**src/rtl/bor_pkg.sv**
```systemverilog
package bor_pkg;
  typedef enum logic [1:0] {
    ST_NORMAL  = 2'd0,
    ST_HOLD    = 2'd1,
    ST_RECOVER = 2'd2
  } bor_state_t;

  localparam logic [2:0] LEC_NONE = 3'b000;
  localparam logic [2:0] LEC_BIT0 = 3'b101;
endpackage

```
**src/rtl/bor_counter.sv**
```systemverilog
// Modulo counter: hit marks the increment that completes LIMIT steps.
module bor_counter #(
  parameter int LIMIT = 11
) (
  input  logic clk,
  input  logic rst,
  input  logic clr,
  input  logic inc,
  output logic hit
);
  localparam int W = (LIMIT > 1) ? $clog2(LIMIT) : 1;
  localparam logic [W-1:0] LAST = W'(LIMIT - 1);

  logic [W-1:0] count;

  assign hit = inc && !clr && (count == LAST);

  always_ff @(posedge clk) begin
    if (rst || clr) begin
      count <= '0;
    end else if (inc) begin
      if (count == LAST) count <= '0;
      else               count <= count + 1'b1;
    end
  end
endmodule

```
**src/rtl/bor_ctrl.sv**
```systemverilog
// Mode sequencer, init flag and registered pulse outputs.
module bor_ctrl
  import bor_pkg::*;
(
  input  logic       clk,
  input  logic       rst,
  input  logic       bus_off,
  input  logic       init_set,
  input  logic       init_clr,
  input  logic       run_hit,
  input  logic       seq_hit,
  output bor_state_t state,
  output logic       init_q,
  output logic       cnt_reset,
  output logic       lec_wr,
  output logic [2:0] lec_code
);
  logic bus_off_q;

  always_ff @(posedge clk) begin
    if (rst) begin
      state     <= ST_NORMAL;
      init_q    <= 1'b1;
      bus_off_q <= 1'b0;
      cnt_reset <= 1'b0;
      lec_wr    <= 1'b0;
      lec_code  <= LEC_NONE;
    end else begin
      bus_off_q <= bus_off;
      cnt_reset <= 1'b0;
      lec_wr    <= run_hit;
      lec_code  <= run_hit ? LEC_BIT0 : LEC_NONE;

      if (init_set)      init_q <= 1'b1;
      else if (init_clr) init_q <= 1'b0;

      case (state)
        ST_NORMAL: begin
          if (bus_off && !bus_off_q) begin
            state  <= ST_HOLD;
            init_q <= 1'b1;
          end
        end
        ST_HOLD: begin
          if (!init_q) state <= ST_RECOVER;
        end
        ST_RECOVER: begin
          if (seq_hit) begin
            state     <= ST_NORMAL;
            cnt_reset <= 1'b1;
          end
        end
        default: state <= ST_NORMAL;
      endcase
    end
  end
endmodule

```
**src/rtl/can_busoff_recovery.sv**
```systemverilog
module can_busoff_recovery
  import bor_pkg::*;
#(
  parameter int RUN_LEN    = 11,
  parameter int SEQ_NEEDED = 129
) (
  input  logic       clk,
  input  logic       rst,
  input  logic       bit_tick,
  input  logic       rx_bit,
  input  logic       bus_off,
  input  logic       init_set,
  input  logic       init_clr,
  output logic       init_o,
  output logic       busy_o,
  output logic       bus_en_o,
  output logic       cnt_reset_o,
  output logic       lec_wr_o,
  output logic [2:0] lec_code_o
);
  bor_state_t state;
  logic init_q, in_rec, rec_tick, run_hit, seq_hit;

  assign in_rec   = (state == ST_RECOVER);
  assign rec_tick = bit_tick && in_rec && !init_q;

  bor_counter #(.LIMIT(RUN_LEN)) u_run (
    .clk (clk),
    .rst (rst),
    .clr (!in_rec || (rec_tick && !rx_bit)),
    .inc (rec_tick && rx_bit),
    .hit (run_hit)
  );

  bor_counter #(.LIMIT(SEQ_NEEDED)) u_seq (
    .clk (clk),
    .rst (rst),
    .clr (!in_rec),
    .inc (run_hit),
    .hit (seq_hit)
  );

  bor_ctrl u_ctrl (
    .clk       (clk),
    .rst       (rst),
    .bus_off   (bus_off),
    .init_set  (init_set),
    .init_clr  (init_clr),
    .run_hit   (run_hit),
    .seq_hit   (seq_hit),
    .state     (state),
    .init_q    (init_q),
    .cnt_reset (cnt_reset_o),
    .lec_wr    (lec_wr_o),
    .lec_code  (lec_code_o)
  );

  assign init_o   = init_q;
  assign busy_o   = (state != ST_NORMAL);
  assign bus_en_o = (state == ST_NORMAL) && !init_q;
endmodule

```
**config.mk**
```make
export PLATFORM = sky130hd
export DESIGN_NAME = can_busoff_recovery
export DESIGN_NICKNAME = d
export VERILOG_FILES = /design/src/rtl/bor_pkg.sv /design/src/rtl/bor_counter.sv /design/src/rtl/bor_ctrl.sv /design/src/rtl/can_busoff_recovery.sv
export SDC_FILE = /design/constraint.sdc
export NUM_CORES = 1
export LEC_CHECK = 0
export BUFFER_PORTS_ARGS = -buffer_cell sky130_fd_sc_hd__buf_2
export CAP_MARGIN = 5
export CORE_MARGIN = 1
export CORE_UTILIZATION = 57
export DETAILED_ROUTE_END_ITERATION = 8
export GPL_ROUTABILITY_DRIVEN = 1
export GPL_TIMING_DRIVEN = 0
export MAX_ROUTING_LAYER = met4
export PLACE_DENSITY = 0.81
export SLEW_MARGIN = 10
export SYNTH_ARGS = -nofsm -noshare
export SYNTH_HDL_FRONTEND = slang
export SYNTH_SLANG_ARGS = --single-unit
export TNS_END_PERCENT = 5
```
**constraint.sdc**
```tcl
create_clock -name clk -period 2.7 [get_ports clk]
set_input_delay 0.54 -clock clk [delete_from_list [all_inputs] [get_ports clk]]
set_output_delay 0.54 -clock clk [all_outputs]
set_load 0.02 [all_outputs]
```
* Word level (Yosys, flattened, before mapping)
Index checks and enable logic that the tools add are counted.
Storage, ports and cells: bits in registers 21, input port bits 7, word-level logic and storage cells 52
Operators by class: add/subtract/negate cells 2, eq/ne operators 7, mux-type cells 12, bitwise operators 1, reductions and logical operators 22
Operators with widths (number):
- 1-bit logical AND | 10
- 8-bit by 1-bit adder with 8-bit output, second input constant | 1
- 8-bit == test, second input constant | 1
- 8-bit 2-to-1 mux | 1
- 2-bit 2-to-1 mux | 3
- 2-bit case mux with 3 select lines | 1
- 1-bit logical NOT | 5
- 1-bit 2-to-1 mux | 5
- 4-bit by 1-bit adder with 4-bit output, second input constant | 1
- 4-bit == test, second input constant | 1
- 4-bit 2-to-1 mux | 1
- 2-bit by 1-bit inequality test with 1-bit output, second input constant | 2
- 1-bit logical OR | 3
- 3-bit 2-to-1 mux | 1
- 3-bit AND reduction | 1
- 2-bit by 1-bit == test with 1-bit output, second input constant | 1
- 2-bit == test, second input constant | 1
- 2-bit logical NOT | 1
- 2-bit inequality test, second input constant | 1
- 2-bit nonzero test | 1
- 2-bit OR reduction | 1
- 1-bit NOT | 1

* Depth between registers and ports, before layout
depth after elaboration 12, gate-level depth with buffers 5, mapped depth without buffers 5

* Modules after synthesis
From an unflattened synthesis, not the netlist that was laid out.
Second synthesis, totals: cells, all modules 98, area total of the unflattened synthesis 915.9 um2
Modules (own cells, without submodules):
- bor_counter at u_seq | instances 1, cells each 45, area each 404.1 um2, seq. area each 160.2 um2
- bor_ctrl | instances 1, cells each 22, area each 239.0 um2, seq. area each 120.1 um2
- bor_counter at u_run | instances 1, cells each 24, area each 216.5 um2, seq. area each 80.1 um2
- can_busoff_recovery | instances 1, cells each 7, area each 56.3 um2, seq. area each 0.0 um2

* Least setup slack after synthesis
OpenSTA, ideal clock, no wires.
kind input port to flip-flop, start point input port rx_bit, end point register u_seq.count[5], library setup time 0.070 ns, data arrival time 1.553 ns, slack 1.077 ns, stages on the path 5, path buffers 1, path through and3b_1 > buf_4 > nand3_4 > or4_1 > a21oi_1
Between the ends: word-level cells in the longest chain between the ends 6
Ends and longest elaborated chain:
- start: declaration | line can_busoff_recovery.sv:10 | input logic rx_bit,
- 1-bit logical NOT | line can_busoff_recovery.sv:30 | .clr (!in_rec || (rec_tick && !rx_bit)),
- 1-bit logical AND | line can_busoff_recovery.sv:30
- 1-bit logical OR | line can_busoff_recovery.sv:30
- 1-bit logical NOT | line bor_counter.sv:16 | assign hit = inc && !clr && (count == LAST);
- 1-bit logical AND (*) (2 in a row) | line bor_counter.sv:16
- end signal: assignment | line bor_counter.sv:23 | else count <= count + 1'b1;
- end: declaration | line bor_counter.sv:14 | logic [W-1:0] count;
Every way passes the cells marked *; elsewhere a longest branch is shown, timed or not. A chain may end at the register's enable or synchronous reset.

* Worst setup path in the final report
start point register u_ctrl.state[0], end point output port bus_en_o
Between the ends: word-level cells in the longest chain between the ends 2
Ends and longest elaborated chain:
- start: declaration | line bor_ctrl.sv:12 | output bor_state_t state,
- start signal: assignment | line bor_ctrl.sv:22 | state <= ST_NORMAL;
- start signal: assignment | line bor_ctrl.sv:40 | state <= ST_HOLD;
- start signal: assignment | line bor_ctrl.sv:45 | if (!init_q) state <= ST_RECOVER;
- 2-bit logical NOT | line can_busoff_recovery.sv:60 | assign bus_en_o = (state == ST_NORMAL) && !init_q;
- 1-bit logical AND | line can_busoff_recovery.sv:60
- end: declaration | line can_busoff_recovery.sv:16 | output logic bus_en_o,
No other way between the ends.

==> results by group <==
Clocking
  • Setup Buffers After CTS: 0
  • # resized after CTS: 0
  • CTS tree: yes
  • CTS Buf Count: 3
  • Clock root cell: clkbuf_4
  • Number of H-tree levels: 1
  • Hold_buf cts: 0
  • Clk slew on worst S/H paths: 100 ps
  • CTS Sinks: 18
  • Worst-Skew Late Latency: 290 ps
  • Max Buffers Root-to-Sink: 2

Final layout
  • Syn-to-layout area delta: 13.4%
  • Nets: 130
  • Fill cells: 119
  • Inserted Diodes: 0
  • Layout cells sized above 1: 0.225

Floorplan
  • Area of the core: 1380 um^2
  • Chip Height: 41.6 um
  • Rows: 13
  • Die X: 41.6 um
  • Die area: 1730 um^2
  • Initial Util: 0.647
  • I/O pins: 15

Timing
  • Fin crit share: 0.647
  • Setup violators final: 0
  • Fin crit period: 1750 ps
  • Max Freq: 573 MHz
  • Fin. max-slew vios: 0
  • Final hold violation count: 0
  • Worst clock skew: 2.23 ps
  • Setup_tns: 0 ps
  • RSZ-0062 raised after global routing: no

Power and ir drop
  • Power density over the cells: 455 nW/um^2
  • Max VDD drop: 291 uV
  • Tot Pwr: 0.462 mW
  • LEAKAGE: 0.372 nW

GRT
  • Vias in the first global route: 667
  • All-Layer GR Usage: 0.218
  • Antenna violations before repair: 0
  • Grt ovf: 0
  • Largest net degree at the start of global routing: 11
  • First-pass GRT wire length: 2830 um

Setup path
  • CP bufs+invs: 1
  • CP cell instances: or2_2, nor2_1, buf_2
  • R2R setup slack: 1020 ps
  • Crit path launch: u_ctrl.state[0]$_SDFFE_PP0P_
  • CP max-delay cell: dfxtp_1
  • Crit path depth: 3
  • Worst Setup End Kind: output pin
  • CP peak stage delay: 350 ps
  • Critical Path AT: 1210 ps
  • Critical path type: reg2out
  • Worst-path maximum fanout: 5
  • R2R Path Start: u_run.count[0]$_SDFFE_PP0N_
  • Crit path capture: bus_en_o
  • Startpoint Class: register
  • Worst Reg2Reg Path Length in Cells: 5
  • Largest delay share family, worst path: simple AND/OR/NAND/NOR gates
  • Worst path required time: 2160 ps
  • Reg-to-Reg End: u_seq.count[7]$_SDFFE_PP0P_

Synth
  • Ys async rst share: 0
  • Cells after synthesis: 103
  • Number of synthesized flops with an enable pin: 0
  • Syn nets: 112
  • Ys Warns: 0
  • Synthesized flop and latch total: 18
  • Synth top area share: 0.403
  • Ranking of synthesized cells by area: dfxtp_1 (40%), nor2_1 (5.0%), nand4_1 (3.5%)
  • Sequential share of the synthesized area: 0.403
  • Average size of a mapped cell: 8.69 um^2
  • Main synth FF type: dfxtp_1
  • Count of cell types in the netlist: 35
  • Cell Area, Synth: 895 um^2
  • Synth area leader: dfxtp_1

Placed design
  • HPWL Detailed: 1270 um
  • Routability cong.: 0.801
  • Port Buffers: 13

Worst hold path
  • Hold Path Class: in2reg

Outcome
  • Status: finished, final reports clean

Route
  • # DRC: 0
  • Vias per inst: 5.53
  • Via count: 747
  • 1st-iter DRT viols: 5
  • Antenna-violating nets left: 0
  • DRT Pass-1 Iters: 2
  • Drt wl/cell: 12.2 um
  • Post-Route WL: 1650 um

Run
  • Max Cap Viol: 0
[state kept, by name, indices dropped and copies added (netlist names)]
signal and flops:
u_ctrl.cnt_reset 1, u_seq.count 8, u_ctrl.lec_code 1, u_ctrl.state 2, u_run.count 4, u_ctrl.bus_off_q 1, u_ctrl.init_q 1
[Yosys cell counts (2+ instances only)]
| cell | number |
|---|---|
| nand3_1 | 3 |
| nand2_1 | 8 |
| xor2_1 | 2 |
| and3_1 | 2 |
| nand4_1 | 5 |
| or4_1 | 3 |
| o31ai_1 | 2 |
| o21ai_0 | 2 |
| xnor2_1 | 2 |
| buf_4 | 4 |
| nor2b_1 | 4 |
| or3_1 | 2 |
| a31oi_1 | 2 |
| buf_6 | 2 |
| inv_1 | 5 |
| dfxtp_1 | 18 |
| ha_1 | 2 |
| nor2_1 | 12 |
| a21oi_1 | 6 |
| nand2b_1 | 2 |
[worst min-delay path by stage]
| stage | from | endpoint | slack (ps) | cells after the start |
|---|---|---|---|---|
| 3_3_place_gp | u_seq.count[7]$_SDFFE_PP0P_ | u_seq.count[7]$_SDFFE_PP0P_ | 470 | 2 |
| 2_1_floorplan | u_seq.count[7]$_SDFFE_PP0P_ | u_seq.count[7]$_SDFFE_PP0P_ | 450 | 2 |
| 3_5_place_dp | u_seq.count[7]$_SDFFE_PP0P_ | u_seq.count[7]$_SDFFE_PP0P_ | 490 | 2 |
| 4_1_cts | init_set | u_ctrl.init_q$_SDFF_PP1_ | 430 | 2 |
| 6_report | init_set | u_ctrl.init_q$_SDFF_PP1_ | 440 | 2 |
| 5_1_grt | init_set | u_ctrl.init_q$_SDFF_PP1_ | 430 | 2 |
[power by group]
part,internal (mW),switching [mW],leakage [nW],total [mW]
combinational,0.0127,0.0147,0.205,0.0274
clock,0.0822,0.0806,0.0210,0.163
sequential,0.269,0.00301,0.146,0.272
total,0.363,0.0983,0.372,0.462
[logic make-up after synthesis]
| kind of cell | Yosys count | synth area share |
|---|---|---|
| XOR/XNOR | 4 | 0.0392 |
| buffers and inverters | 11 | 0.0797 |
| flip-flops | 18 | 0.403 |
| multiplexers | 1 | 0.0112 |
| AO/OA/AOI/OAI | 16 | 0.113 |
| AND/OR/NAND/NOR | 50 | 0.322 |
| adder cells (fa/ha/maj) | 2 | 0.0280 |
| other | 1 | 0.00419 |
[worst reg2reg max path, delay by kind of cell, from the launching register on]
kind                   cells  cell delay, ps
AOI/OAI and AO/OA          1             160
buffers and inverters      1             130
and+or+nand+nor            3            1010
DFF                        1             320
[placed cells by master, fill, tap and decap left out, drive strengths merged]
cell type / instances
buf: 19
dfxtp: 18
nor2: 12
nand2: 8
a21oi: 6
inv: 5
nand4: 5
nor2b: 4
nand3: 4
clkbuf: 4
or4: 3
o21ai: 3
nand2b: 2
and3: 2
o31ai: 2
xor2: 2
xnor2: 2
a31oi: 2
or3: 2
ha: 2
or2: 1
nor3: 1
and3b: 1
and4bb: 1
o41ai: 1
and2: 1
nor3b: 1
o211ai: 1
nand3b: 1
mux2i: 1
nor4: 1
o2111ai: 1
conb: 1
[metal layers]
metal	vias to the layer above	part of all wire	GRT usage
li1	395	-	-
met4	0	0.0079	0.0903
met3	2	0.038	0.0826
met1	337	0.46	0.238
met2	13	0.49	0.356
met5	-	0	-
[cell type report]
cell class	instances	area, um^2	share of cell area
buffer	6	52.6	0.0518
clock buffer	4	36.3	0.0358
inverter	5	18.8	0.0185
multi-input combinational	74	463	0.456
sequential	18	360	0.355
tap	15	18.8	0.0185
timing repair buffer	13	65.1	0.0641
[metrics by stage]
step / utilization / hold slack (ps) / instances / area [um^2] / setup slack [ps]
final: 0.734 / 439 / 135 / 1010 / 954
after global routing: 0.734 / 431 / 135 / 1010 / 873
after CTS: 0.734 / 429 / 135 / 1010 / 937
after detailed placement: 0.708 / 487 / 131 / 978 / 876
after global placement: 0.708 / 471 / 131 / 978 / 939
after floorplan: - / 452 / 103 / 895 / 1080
No activity file was read; power rests on OpenSTA's default activity.
